$ cat src/rtl/skew_clk_pkg.sv
package skew_clk_pkg;

    typedef enum logic [1:0] {
        LVL_LOW  = 2'd0,
        LVL_MID  = 2'd1,
        LVL_HIGH = 2'd2
    } lvl_e;

    typedef enum logic [1:0] {
        WV_SKEW = 2'd0,
        WV_DIV2 = 2'd1,
        WV_DIV4 = 2'd2,
        WV_INV  = 2'd3
    } wave_e;

    typedef enum logic [1:0] {
        ST_PARKED   = 2'd0,
        ST_STARTING = 2'd1,
        ST_RUN      = 2'd2,
        ST_STOPPING = 2'd3
    } gate_state_e;

    localparam int KIND_FINE      = 0;
    localparam int KIND_DIV4_END  = 1;
    localparam int KIND_INV_END   = 2;

    function automatic lvl_e decode_lvl(input logic [1:0] raw);
        lvl_e v;
        case (raw)
            2'b00:   v = LVL_LOW;
            2'b10:   v = LVL_HIGH;
            default: v = LVL_MID;
        endcase
        return v;
    endfunction

endpackage

$ cat src/rtl/skew_timebase.sv
module skew_timebase
    import skew_clk_pkg::*;
#(
    parameter int BASE_STEPS = 32,
    parameter int POS_W      = 7
) (
    input  logic             clk,
    input  logic             rst_n,
    input  lvl_e             range_lvl,
    output logic [POS_W-1:0] pos_o,
    output logic [POS_W-1:0] period_o,
    output logic             base_o
);

    localparam logic [POS_W-1:0] FULL_STEPS = POS_W'(BASE_STEPS);
    localparam logic [POS_W-1:0] ONE        = POS_W'(1);

    logic [POS_W-1:0] period;
    logic [POS_W-1:0] cnt_q;
    logic [1:0]       pidx_q;
    logic             wrap;
    logic             base_q;

    always_comb begin
        unique case (range_lvl)
            LVL_LOW:  period = FULL_STEPS;
            LVL_MID:  period = FULL_STEPS >> 1;
            default:  period = FULL_STEPS >> 2;
        endcase
    end

    assign wrap = (cnt_q >= (period - ONE));

    always_ff @(posedge clk) begin
        if (!rst_n) begin
            cnt_q  <= '0;
            pidx_q <= '0;
            base_q <= 1'b0;
        end else begin
            cnt_q  <= wrap ? '0 : (cnt_q + ONE);
            if (wrap) begin
                pidx_q <= pidx_q + 2'd1;
            end
            base_q <= (cnt_q < (period >> 1));
        end
    end

    always_comb begin
        pos_o = cnt_q;
        if (pidx_q[0]) pos_o = pos_o + period;
        if (pidx_q[1]) pos_o = pos_o + (period << 1);
    end

    assign period_o = period;
    assign base_o   = base_q;

    assert_count_in_period_R1: assert property (@(posedge clk) disable iff (!rst_n)
        $stable(range_lvl) |-> (cnt_q < period));

    assert_block_index_on_wrap_R1: assert property (@(posedge clk) disable iff (!rst_n)
        (pidx_q != $past(pidx_q)) |-> (cnt_q == '0));

endmodule

$ cat src/rtl/skew_decode.sv
module skew_decode
    import skew_clk_pkg::*;
#(
    parameter int KIND = KIND_FINE
) (
    input  lvl_e               first_lvl,
    input  lvl_e               second_lvl,
    output wave_e              mode,
    output logic signed [3:0]  skew,
    output logic               is_ll
);

    logic [3:0] idx;
    logic [3:0] rel;

    assign idx   = (4'(first_lvl) * 4'd3) + 4'(second_lvl);
    assign rel   = idx - 4'd4;
    assign is_ll = (idx == 4'd0);

    generate
        if (KIND == KIND_FINE) begin : g_fine
            always_comb begin
                mode = WV_SKEW;
                skew = signed'(rel);
            end
        end else begin : g_coarse
            always_comb begin
                mode = WV_SKEW;
                skew = signed'(rel << 1);
                if (idx == 4'd0) begin
                    mode = WV_DIV2;
                    skew = '0;
                end else if (idx == 4'd8) begin
                    mode = (KIND == KIND_INV_END) ? WV_INV : WV_DIV4;
                    skew = '0;
                end
            end
        end
    endgenerate

endmodule

$ cat src/rtl/skew_bank.sv
module skew_bank
    import skew_clk_pkg::*;
#(
    parameter int KIND            = KIND_FINE,
    parameter bit FEEDBACK_EXEMPT = 1'b0,
    parameter int POS_W           = 7
) (
    input  logic             clk,
    input  logic             rst_n,
    input  logic [POS_W-1:0] pos,
    input  logic [POS_W-1:0] period,
    input  lvl_e             edge_lvl,
    input  lvl_e             test_lvl,
    input  logic             oe_n,
    input  logic [3:0]       sel,
    output logic [1:0]       q
);

    localparam logic [POS_W-1:0] ONE = POS_W'(1);

    wave_e             mode;
    logic signed [3:0] skew;
    logic              is_ll;
    logic [POS_W-1:0]  hoff;
    logic [POS_W-1:0]  skew_w;
    logic [POS_W-1:0]  ls;
    logic              div1, div2, div4;
    logic              raw;
    logic              park_lvl;
    logic              want;
    logic              at_park;
    gate_state_e       state_q, state_d;
    logic              q_r;

    skew_decode #(.KIND(KIND)) u_decode (
        .first_lvl  (decode_lvl(sel[3:2])),
        .second_lvl (decode_lvl(sel[1:0])),
        .mode       (mode),
        .skew       (skew),
        .is_ll      (is_ll)
    );

    // Phase position of this bank inside the four-period window.
    always_comb begin
        hoff   = (edge_lvl == LVL_LOW) ? (period >> 1) : '0;
        skew_w = {{(POS_W-4){skew[3]}}, skew};
        ls     = (pos - hoff - skew_w) & ((period << 2) - ONE);
        div1   = (ls & (period - ONE)) < (period >> 1);
        div2   = (ls & ((period << 1) - ONE)) < period;
        div4   = ls < (period << 1);
    end

    always_comb begin
        unique case (mode)
            WV_SKEW: raw = div1;
            WV_DIV2: raw = div2;
            WV_DIV4: raw = div4;
            default: raw = ~div1;
        endcase
    end

    assign park_lvl = (mode == WV_INV) && (edge_lvl != LVL_LOW);
    assign at_park  = (raw == park_lvl);

    always_comb begin
        if (!oe_n) begin
            want = 1'b1;
        end else if (test_lvl == LVL_MID) begin
            want = !is_ll;
        end else begin
            want = FEEDBACK_EXEMPT;
        end
    end

    // Next-state logic of the gating machine.
    always_comb begin
        state_d = state_q;
        unique case (state_q)
            ST_PARKED:   if (want) state_d = at_park ? ST_RUN : ST_STARTING;
            ST_STARTING: if (!want) state_d = ST_PARKED;
                         else if (at_park) state_d = ST_RUN;
            ST_RUN:      if (!want) state_d = at_park ? ST_PARKED : ST_STOPPING;
            ST_STOPPING: if (want) state_d = ST_RUN;
                         else if (at_park) state_d = ST_PARKED;
            default:     state_d = ST_PARKED;
        endcase
    end

    always_ff @(posedge clk) begin
        if (!rst_n) begin
            state_q <= ST_PARKED;
        end else begin
            state_q <= state_d;
        end
    end

    // Output register: waveform while running, park level otherwise.
    always_ff @(posedge clk) begin
        if (!rst_n) begin
            q_r <= 1'b0;
        end else begin
            q_r <= (state_d == ST_RUN || state_d == ST_STOPPING) ? raw : park_lvl;
        end
    end

    assign q = {q_r, q_r};

    assert_parked_at_level_R10: assert property (@(posedge clk) disable iff (!rst_n)
        ($past(rst_n) && state_q == ST_PARKED && $stable(edge_lvl) && $stable(sel))
        |-> (q_r == park_lvl));

    assert_run_entry_no_jump_R10: assert property (@(posedge clk) disable iff (!rst_n)
        ($past(rst_n) && state_q == ST_RUN &&
         ($past(state_q) == ST_PARKED || $past(state_q) == ST_STARTING) &&
         $stable(edge_lvl) && $stable(sel))
        |-> (q_r == park_lvl));

    generate
        if (FEEDBACK_EXEMPT) begin : g_fb_check
            assert_feedback_runs_R7: assert property (@(posedge clk) disable iff (!rst_n)
                ($past(test_lvl) != LVL_MID && $past(state_q) == ST_RUN)
                |-> (state_q == ST_RUN));
        end
    endgenerate

endmodule

$ cat src/rtl/skew_clock_banks.sv
module skew_clock_banks
    import skew_clk_pkg::*;
#(
    parameter int BASE_STEPS = 32
) (
    input  logic       clk_tu,
    input  logic       rst_n,
    input  logic [1:0] range_sel,
    input  logic [1:0] edge_sel,
    input  logic [1:0] test_sel,
    input  logic       oe_n,
    input  logic [3:0] sel_b1,
    input  logic [3:0] sel_b2,
    input  logic [3:0] sel_b3,
    input  logic [3:0] sel_b4,
    output logic       base_clk,
    output logic [1:0] q_b1,
    output logic [1:0] q_b2,
    output logic [1:0] q_b3,
    output logic [1:0] q_b4
);

    localparam int POS_W   = $clog2(BASE_STEPS) + 2;
    localparam int N_BANKS = 4;
    localparam int BANK_KIND [N_BANKS] = '{KIND_FINE, KIND_FINE, KIND_DIV4_END, KIND_INV_END};
    localparam int FB_BANK = 1;

    lvl_e             range_lvl, edge_lvl, test_lvl;
    logic [POS_W-1:0] pos, period;
    logic [3:0]       sel_a [N_BANKS];
    logic [1:0]       q_a   [N_BANKS];

    assign range_lvl = decode_lvl(range_sel);
    assign edge_lvl  = decode_lvl(edge_sel);
    assign test_lvl  = decode_lvl(test_sel);

    assign sel_a[0] = sel_b1;
    assign sel_a[1] = sel_b2;
    assign sel_a[2] = sel_b3;
    assign sel_a[3] = sel_b4;

    skew_timebase #(.BASE_STEPS(BASE_STEPS), .POS_W(POS_W)) u_timebase (
        .clk       (clk_tu),
        .rst_n     (rst_n),
        .range_lvl (range_lvl),
        .pos_o     (pos),
        .period_o  (period),
        .base_o    (base_clk)
    );

    generate
        for (genvar b = 0; b < N_BANKS; b++) begin : g_bank
            skew_bank #(
                .KIND            (BANK_KIND[b]),
                .FEEDBACK_EXEMPT (b == FB_BANK),
                .POS_W           (POS_W)
            ) u_bank (
                .clk      (clk_tu),
                .rst_n    (rst_n),
                .pos      (pos),
                .period   (period),
                .edge_lvl (edge_lvl),
                .test_lvl (test_lvl),
                .oe_n     (oe_n),
                .sel      (sel_a[b]),
                .q        (q_a[b])
            );
        end
    endgenerate

    assign q_b1 = q_a[0];
    assign q_b2 = q_a[1];
    assign q_b3 = q_a[2];
    assign q_b4 = q_a[3];

endmodule

$ cat config.mk
export PLATFORM = sky130hd
export DESIGN_NAME = skew_clock_banks
export DESIGN_NICKNAME = d
export VERILOG_FILES = /design/src/rtl/skew_clk_pkg.sv /design/src/rtl/skew_timebase.sv /design/src/rtl/skew_decode.sv /design/src/rtl/skew_bank.sv /design/src/rtl/skew_clock_banks.sv
export SDC_FILE = /design/constraint.sdc
export NUM_CORES = 1
export LEC_CHECK = 0
export BUFFER_PORTS_ARGS = -buffer_cell sky130_fd_sc_hd__buf_2
export CELL_PAD_IN_SITES_DETAIL_PLACEMENT = 1
export CELL_PAD_IN_SITES_GLOBAL_PLACEMENT = 1
export CORE_MARGIN = 10
export CORE_UTILIZATION = 44
export DETAILED_ROUTE_END_ITERATION = 6
export PLACE_DENSITY = 0.86
export SKIP_CTS_REPAIR_TIMING = 1
export SYNTH_ARGS = -nofsm -noshare
export SYNTH_HDL_FRONTEND = slang
export SYNTH_SLANG_ARGS = --single-unit
$ cat constraint.sdc
create_clock -name clk_tu -period 7.2 [get_ports clk_tu]
set_clock_uncertainty 0.15 [all_clocks]
set_input_delay 1.08 -clock clk_tu [delete_from_list [all_inputs] [get_ports clk_tu]]
set_output_delay 1.08 -clock clk_tu [all_outputs]
set_load 0.03 [all_outputs]
==> flow_metrics.py, run 1 <==
metrics = {
    "worst_setup_path": {
        "cp_data_arrival_time_ns": 6.49,
        "reg2reg_from": "u_timebase.cnt_q[3]",
        "cp.required_ns": 7.25,
        "reg2reg_to": "g_bank[2].u_bank.state_q[1]",
        "critPathKind": "primary input to flop",
        "crit_fanout": 8,
        "reg2regPathDepth": 20,
        "critPathLaunchType": "primary input",
        "ff2ff_setup_slack_ns": 1.61,
        "crit_path_end_kind": "flop",
    },
    "grt": {
        "antenna_found_initial": 0,
        "grt_pass1_wl_mm": 11.5,
        "overflow": 0,
        "grt_usage_pct": 14.1,
        "grt_max_degree": 14,
        "grt_pass1_vias": 2464,
    },
    "drt": {
        "drt_wl_total_mm": 6.60,
        "drt_iter0_markers": 39,
        "wl_per_cell_um": 16.1,
        "drc": 0,
        "viasPerCell": 5.43,
        "vias": 2219,
        "first_pass_iters": 4,
        "ant_nets": 0,
    },
    "clocking": {
        "cts_tree": "yes",
        "cts_num_sinks": 18,
        "cts_buffers": 3,
        "clk_latency_ns": 0.27,
        "cts_htree_levels": 1,
        "clock-root-buffer": "clkbuf_8",
        "cts_buffer_depth": 2,
        "clk_pin_slew_ns": 0.08,
    },
    "final_layout": {
        "syn2layout_area_growth_pct": 7.42,
        "drive_gt1_share_pct": 16.8,
        "seqCellArea_um2": 360,
        "diodes": 0,
        "n_fill_cell": 726,
        "multi_input_area_um2": 2020,
        "nets": 424,
    },
    "synth": {
        "synth_cells": 320,
        "yosys-top-cells-count": "ha_1 (55), nor2_1 (33), inv_1 (32)",
        "synth_top_area_share_pct": 26.2,
        "synth_top_area_cell": "ha_1",
        "yosysMostFrequentCell": "ha_1",
        "yosys-top-cells-area": "ha_1 (26%), dfxtp_1 (14%), fa_1 (6.8%), nor2_1 (4.7%), inv_1 (4.6%)",
        "ys_seq_area_share_pct": 13.7,
        "ys_warn_count": 0,
        "ys_types": 48,
        "synth_edf_count": 0,
        "ys_ff_latch": 18,
        "netlist_area_um2": 2630,
        "syn_avg_cell_area_um2": 8.22,
        "synth_top_flop_cell": "dfxtp_1",
        "ys_async_sr_fraction_pct": 0,
        "syn_nets": 409,
    },
    "timing": {
        "slew_headroom_pct": 62.2,
        "hold_ws_ns": 0.287,
        "worst_slew_pin_slew_ns": 0.566,
        "clock.fmax_mhz": 155,
        "setup_violations": 0,
        "rsz0062_at_grt": "false",
        "slew_violations": 0,
        "hold_viol_final": 0,
        "tns_ns": 0,
        "min_period_ns": 6.45,
        "finalCritPeriodShare_pct": 89.5,
    },
    "placed_design": {
        "portBuffers": 32,
        "dp_hpwl_mm": 5.71,
        "place.gp.congestion": 0.856,
    },
    "floorplanning": {
        "die_height_um": 97.3,
        "io_pins": 34,
        "rows": 28,
        "die_area_um2": 9470,
        "initial_core_util_pct": 45.0,
        "core_area_um2": 5850,
        "chipWidth_um": 97.3,
    },
    "pwr": {
        "vdd_drop_max_uv": 104,
        "p_leak_nw": 1.43,
        "powerDensity_nw_per_um2": 189,
        "total_power_uw": 535,
    },
    "min_path": {
        "whs_endpoint": "g_bank[2].u_bank.q_r",
        "hold_path.class": "flop to flop",
        "min_path_cells": 2,
        "min-delay-start": "g_bank[2].u_bank.state_q[1]",
    },
    "run_status": {
        "status": "completed",
    },
    "run": {
        "maxCapViolations": 0,
    },
}
-- layer usage --
layer | vias to the layer above | share of wire (%) | global-route usage (%) | wire length (um)
li1 | 1103 | - | - | -
met1 | 1079 | 42 | 15.5 | 2770
met2 | 26 | 54 | 27.2 | 3560
met3 | 11 | 2.0 | 1.35 | 132
met4 | 0 | 2.1 | 5.15 | 139
met5 | - | 0 | 0 | 0
-- where the power goes --
group	switching (mW)	leakage, nW	internal (mW)
logic	0.187	1.25	0.140
clock network	0.0394	0.0288	0.0488
registers	0.00796	0.148	0.112
-- placed cells by master (no fill, tap or decap), drive strengths merged, types with 8 or more instances in the layout --
cell	synthesis	layout
o21ai	14	14
nor2b	11	11
nor2	33	33
xnor2	10	10
inv	33	33
fa	9	9
buf	10	34
dfxtp	18	18
nor3	8	8
ha	55	55
nand2	19	19
a21oi	12	12
xor2	10	10
-- metrics by stage --
stage               std cells  util [%]  worst slack (ns)  instance area, um^2
floorplan                 320         -              1.07                 2630
detailed placement        405      47.4             0.473                 2770
CTS                       409      48.3             0.731                 2830
global placement          405      47.4             0.637                 2770
finish                    409      48.3             0.754                 2830
global route              409      48.3             0.291                 2830
-- registers in the layout (all words and copies together) (netlist names) --
name                   cells
g_bank.u_bank.q_r          4
g_bank.u_bank.state_q      4
u_timebase.base_o          1
u_timebase.cnt_q           7
u_timebase.pidx_q          2
-- cells by family (layout without fill, tap and decap cells) --
family | Yosys count | count (layout) | share of synthesized area [%]
compound gates | 51 | 51 | 13.2
fa+ha+maj | 64 | 64 | 33.0
xor+xnor | 22 | 22 | 8.65
other cells | 1 | 1 | 0.143
mux | 6 | 6 | 2.43
simple gates | 101 | 101 | 19.2
buf+inv | 57 | 71 | 9.70
flops | 18 | 18 | 13.7
-- worst max-delay path: stages --
cell       delay [ns]
buf_2            0.17
inv_1            0.09
nand2_2          0.14
inv_1            0.09
ha_1             0.26
fa_1             0.45
mux2_2           0.29
ha_1             0.27
mux2_2           0.26
ha_1             0.33
a21oi_1          0.18
xor2_1           0.26
ha_1             0.32
and3_1           0.19
a2111oi_0        0.36
nand3_1          0.18
xnor3_1          0.23
nor2_1           0.05
ha_1             0.33
a2111oi_2        0.42
o2bb2ai_1        0.16
a311o_1          0.19
o21ai_0          0.09
a21oi_1          0.11
-- final cells by class --
| class | count | share of cell area [%] |
|---|---|---|
| multi-input combinational | 245 | 71.3 |
| sequential | 18 | 12.7 |
| timing repair buffer | 34 | 6.20 |
| inverter | 33 | 4.47 |
| tap | 75 | 3.32 |
| clock buffer | 4 | 1.95 |
-- worst max-delay path by stage --
stage	from	end	cells after the start
floorplan	range_sel[0]	g_bank[2].u_bank.state_q[1]	24
global placement	range_sel[0]	g_bank[2].u_bank.state_q[1]	24
detailed placement	range_sel[0]	g_bank[2].u_bank.state_q[1]	24
CTS	range_sel[0]	g_bank[2].u_bank.state_q[1]	24
global route	range_sel[0]	g_bank[2].u_bank.state_q[1]	24
finish	range_sel[0]	g_bank[2].u_bank.state_q[1]	24
Note: power is estimated with default switching activity, not from simulation.
==> run 2, diff against run 1 <==
CELL_PAD_IN_SITES_DETAIL_PLACEMENT = default   (was 1)
CELL_PAD_IN_SITES_GLOBAL_PLACEMENT = default   (was 1)
CORE_UTILIZATION = 45   (was 44)
PLACE_DENSITY = 0.7   (was 0.86)
==> flow_metrics.py, run 2 (synthesis gave the netlist of run 1 again) <==
metrics = {
    "run_status": {
        "status": "completed",
    },
    "min_path": {
        "whs_endpoint": "g_bank[1].u_bank.q_r",
        "hold_path.class": "flop to flop",
        "min-delay-start": "g_bank[1].u_bank.state_q[1]",
        "min_path_cells": 2,
    },
    "floorplanning": {
        "chipWidth_um": 96.5,
        "die_height_um": 96.5,
        "initial_core_util_pct": 47.2,
        "rows": 27,
        "core_area_um2": 5570,
        "io_pins": 34,
        "die_area_um2": 9310,
    },
    "timing": {
        "min_period_ns": 6.44,
        "finalCritPeriodShare_pct": 89.5,
        "clock.fmax_mhz": 155,
        "slew_headroom_pct": 62.9,
        "hold_viol_final": 0,
        "worst_slew_pin_slew_ns": 0.555,
        "setup_violations": 0,
        "worst_slack_ns": 0.757,
        "slew_violations": 0,
        "tns_ns": 0,
        "rsz0062_at_grt": "false",
    },
    "final_layout": {
        "syn2layout_area_growth_pct": 7.28,
        "mostFrequentLayoutCells": "ha_1 (55), nor2_1 (33), inv_1 (32), buf_2 (32)",
        "final_common_cell": "ha_1",
        "largest_register_ffs": 7,
        "regMostFlops": "u_timebase.cnt_q",
        "nets": 424,
        "diodes": 0,
        "top_regs": "u_timebase.cnt_q x7, g_bank.u_bank.q_r x4, g_bank.u_bank.state_q x4",
        "post-route-util_pct": 50.6,
        "drive_gt1_share_pct": 16.8,
        "n_fill_cell": 523,
        "stdcell_count": 406,
        "fin_area_um2": 2820,
    },
    "pwr": {
        "powerDensity_nw_per_um2": 183,
        "vdd_drop_max_uv": 79.8,
        "internal_power_uw": 299,
        "p_leak_nw": 1.43,
        "power_frac_comb_pct": 60.4,
        "p_sw_share_pct": 42.2,
        "p_sw_uw": 218,
        "seqPwrFrac_pct": 23.2,
        "clockPowerShare_pct": 16.5,
    },
    "drt": {
        "wl_per_cell_um": 13.6,
        "drt_iter0_markers": 98,
        "ant_nets": 0,
        "viasPerCell": 5.17,
        "drc": 0,
        "vias": 2100,
        "first_pass_iters": 4,
        "drt_wl_total_mm": 5.51,
    },
    "clocking": {
        "clk_pin_slew_ns": 0.07,
        "cts_num_sinks": 18,
        "cts_buffers": 3,
        "cts_buffer_depth": 2,
        "cts_tree": "yes",
        "cts_htree_levels": 1,
        "clk_latency_ns": 0.26,
        "clock-root-buffer": "clkbuf_8",
    },
    "placed_design": {
        "pre_cts_ws_ns": 0.522,
        "dp_cells": 402,
        "place_area_um2": 2770,
        "place.gp.congestion": 0.848,
        "dp_hpwl_mm": 4.63,
        "portBuffers": 32,
    },
    "worst_setup_path": {
        "critPathKind": "primary input to flop",
        "crit_fanout": 8,
        "critPathBufInv": 3,
        "critPathSlowestCell": "fa_1",
        "crit_path_end_kind": "flop",
        "reg2reg_to": "g_bank[2].u_bank.q_r",
        "critPathLaunchType": "primary input",
        "ff2ff_setup_slack_ns": 1.61,
        "crit_cells": 24,
        "cp_cell_sequence": "buf_2 -> inv_1 -> nand2_2 -> inv_1 -> ha_1 -> fa_1 -> mux2_2 -> ha_1 -> mux2_2 -> ha_1 -> a21oi_1 -> xor2_1 -> ha_1 -> and3_1 -> a2111oi_0 -> nand3_1 -> xnor3_1 -> nor2_1 -> ha_1 -> a2111oi_2 -> o2bb2ai_1 -> a311o_1 -> nand2_1 -> nor2_1",
        "cp_slowest_stage_delay_ns": 0.46,
        "reg2regPathDepth": 20,
        "cp.required_ns": 7.24,
        "cp_data_arrival_time_ns": 6.48,
        "crit_top_cell": "ha_1",
        "reg2reg_from": "u_timebase.cnt_q[3]",
        "critical-path-top-delay-family": "adder cells",
    },
    "grt": {
        "gr-usage-met2_pct": 22.2,
        "grt_max_degree": 14,
        "use_met3_pct": 1.16,
        "grt_pass1_vias": 2122,
        "overflow": 0,
        "grt_usage_pct": 12.7,
        "antenna_found_initial": 0,
        "gr-usage-met1_pct": 15.8,
        "grt_busiest_layer": "met2",
        "grt_pass1_wl_mm": 9.63,
    },
    "run": {
        "maxCapViolations": 0,
    },
}
## run 2: cell counts in the layout (fill, tap and decap cells not counted)
No cell type changed its count.
## run 2: metrics by stage
step                      total power, mW  hold slack (ns)
final                               0.517            0.294
after global routing                0.571            0.336
after CTS                           0.519            0.296
after detailed placement            0.433            0.286
after global placement              0.422            0.281
after floorplan                     0.380            0.264
## run 2: cell type report
class                   instances  area [um^2]  area share, %
multi-input cells             245         2020           71.4
flip-flops and latches         18          360           12.8
repair buffers                 34          175           6.21
inverters                      33          126           4.48
well taps                      72         90.1           3.19
clock buffers                   4         55.1           1.95
## run 2: routing by layer
layer	vias up	routed length, um	part of all wire (%)
li1	1107	-	-
met1	964	2630	48
met2	22	2650	48
met3	7	127	2.3
met4	0	98	1.8
met5	-	0	0
## run 2: worst max-delay path by stage
stage                                             end    startpoint  slack (ns)
after global routing      g_bank[2].u_bank.state_q[1]  range_sel[0]        0.38
after detailed placement         g_bank[2].u_bank.q_r  range_sel[0]        0.52
after CTS                        g_bank[2].u_bank.q_r  range_sel[0]        0.78
final                            g_bank[2].u_bank.q_r  range_sel[0]        0.76
after global placement    g_bank[2].u_bank.state_q[1]  range_sel[0]        0.70
after floorplan           g_bank[2].u_bank.state_q[1]  range_sel[0]        1.07
## run 2: worst min-delay path, stage by stage (launching register included)
cell and delay (ns):
dfxtp_1 0.30, inv_1 0.06, nor2_1 0.04
## run 2: power groups by stage
| stage | registers [mW] | clock network, mW | logic, mW |
|---|---|---|---|
| after floorplan | 0.121 | 0 | 0.259 |
| after global placement | 0.122 | 0 | 0.300 |
| after detailed placement | 0.122 | 0 | 0.311 |
| after CTS | 0.120 | 0.0861 | 0.313 |
| after global routing | 0.122 | 0.0917 | 0.358 |
| final | 0.120 | 0.0852 | 0.312 |
==> run 3, diff against run 2 <==
CORE_UTILIZATION = 50   (was 45)
PLACE_DENSITY = 0.76   (was 0.7)
==> flow_metrics.py, run 3 (synthesis gave the netlist of run 1 again) <==
metrics = {
    "pwr": {
        "vdd_drop_max_uv": 79.4,
        "p_leak_nw": 1.43,
        "total_power_uw": 519,
        "powerDensity_nw_per_um2": 184,
    },
    "worst_setup_path": {
        "reg2regPathDepth": 20,
        "crit_fanout": 8,
        "critPathSlowestCell": "fa_1",
        "crit_cells": 24,
        "cp_slowest_stage_delay_ns": 0.45,
        "critPathBufInv": 3,
        "cp.required_ns": 7.24,
        "crit_path_end_kind": "flop",
        "cp_data_arrival_time_ns": 6.51,
        "crit_top_cell": "ha_1",
        "critPathLaunchType": "primary input",
        "critPathKind": "primary input to flop",
        "critical-path-top-delay-family": "adder cells",
        "cp_cell_sequence": "buf_2 -> inv_1 -> nand2_2 -> inv_1 -> ha_1 -> fa_1 -> mux2_2 -> ha_1 -> mux2_2 -> ha_1 -> a21oi_1 -> xor2_1 -> ha_1 -> and3_1 -> a2111oi_0 -> nand3_1 -> xnor3_1 -> nor2_1 -> ha_1 -> a2111oi_2 -> o2bb2ai_1 -> a311o_1 -> o21ai_0 -> a21oi_1",
    },
    "drt": {
        "wl_per_cell_um": 13.3,
        "ant_nets": 0,
        "drt_wl_total_mm": 5.37,
        "vias": 2110,
        "drc": 0,
        "drt_iter0_markers": 78,
        "first_pass_iters": 4,
        "viasPerCell": 5.22,
    },
    "final_layout": {
        "post-route-util_pct": 55.2,
        "largest_register_ffs": 7,
        "fin_area_um2": 2820,
        "diodes": 0,
        "drive_gt1_share_pct": 16.8,
        "mostFrequentLayoutCells": "ha_1 (55), nor2_1 (33), inv_1 (32), buf_2 (32)",
        "nets": 424,
        "n_fill_cell": 488,
        "final_common_cell": "ha_1",
        "stdcell_count": 404,
        "regMostFlops": "u_timebase.cnt_q",
        "syn2layout_area_growth_pct": 7.18,
        "multi_input_area_um2": 2020,
        "seqCellArea_um2": 360,
        "top_regs": "u_timebase.cnt_q x7, g_bank.u_bank.q_r x4, g_bank.u_bank.state_q x4",
    },
    "clocking": {
        "clk_pin_slew_ns": 0.07,
        "cts_buffers": 3,
        "clock-root-buffer": "clkbuf_8",
        "clk_latency_ns": 0.26,
        "cts_tree": "yes",
        "cts_num_sinks": 18,
        "cts_buffer_depth": 2,
        "cts_htree_levels": 1,
    },
    "grt": {
        "use_met3_pct": 1.45,
        "overflow": 0,
        "gr-usage-met2_pct": 24.8,
        "grt_busiest_layer": "met2",
        "grt_max_degree": 14,
        "gr-usage-met1_pct": 15.7,
        "antenna_found_initial": 0,
        "grt_pass1_vias": 2194,
        "grt_pass1_wl_mm": 9.69,
        "grt_usage_pct": 13.4,
    },
    "min_path": {
        "min_path_cells": 2,
        "hold_path.class": "flop to flop",
    },
    "timing": {
        "finalCritPeriodShare_pct": 89.8,
        "slew_violations": 0,
        "rsz0062_at_grt": "false",
        "min_period_ns": 6.47,
        "slew_headroom_pct": 63.2,
        "setup_violations": 0,
        "hold_viol_final": 0,
        "worst_slew_pin_slew_ns": 0.551,
        "clock.fmax_mhz": 155,
        "tns_ns": 0,
    },
    "floorplanning": {
        "core_area_um2": 5110,
        "initial_core_util_pct": 51.5,
        "die_height_um": 92.5,
        "io_pins": 34,
        "rows": 26,
        "die_area_um2": 8560,
        "chipWidth_um": 92.5,
    },
    "run": {
        "maxCapViolations": 0,
    },
    "placed_design": {
        "portBuffers": 32,
        "place.gp.congestion": 0.859,
        "dp_cells": 400,
        "dp_hpwl_mm": 4.53,
        "place_area_um2": 2770,
    },
    "run_status": {
        "status": "completed",
    },
}
[run 3: report_power, final]
| part | internal [mW] | switching [mW] |
|---|---|---|
| combinational | 0.138 | 0.175 |
| sequential | 0.112 | 0.00754 |
| clock | 0.0487 | 0.0365 |
[run 3: routing by layer]
metal | wire (um) | vias up
li1 | - | 1104
met1 | 2470 | 978
met2 | 2710 | 23
met3 | 139 | 5
met4 | 57 | 0
met5 | 0 | -
[run 3: worst register-to-register path, stage by stage, from the launching register on]
cell and delay [ns]:
dfxtp_1 0.45, ha_1 0.28, fa_1 0.43, mux2_2 0.29
ha_1 0.27, mux2_2 0.26, ha_1 0.33, a21oi_1 0.17
xor2_1 0.26, ha_1 0.32, and3_1 0.18, a2111oi_0 0.41
nand3_1 0.16, xnor3_1 0.22, nor2_1 0.05, ha_1 0.32
a2111oi_2 0.44, o2bb2ai_1 0.17, a311o_1 0.18, o21ai_0 0.08
a21oi_1 0.10
[run 3: cell type report]
| type | instances | area share, % |
|---|---|---|
| multi-input combinational | 245 | 71.5 |
| sequential | 18 | 12.8 |
| timing repair buffer | 34 | 6.21 |
| tap | 70 | 3.11 |
| clock buffer | 4 | 1.95 |
| inverter | 33 | 4.48 |
[run 3: path summary, 6_finish.rpt]
path                                    start                          end  slack, ns
setup / recovery                 range_sel[0]  g_bank[2].u_bank.state_q[1]       0.73
setup reg to reg          u_timebase.cnt_q[3]  g_bank[2].u_bank.state_q[1]       1.59
hold / removal    g_bank[2].u_bank.state_q[1]         g_bank[2].u_bank.q_r       0.28
hold reg to reg   g_bank[2].u_bank.state_q[1]         g_bank[2].u_bank.q_r       0.28
[run 3: metrics by stage]
stage                     hold slack, ns  setup WS, ns
after floorplan                    0.264          1.07
after global placement             0.275         0.693
after detailed placement           0.279         0.535
after CTS                          0.280         0.775
after global routing               0.314         0.241
final                              0.277         0.734
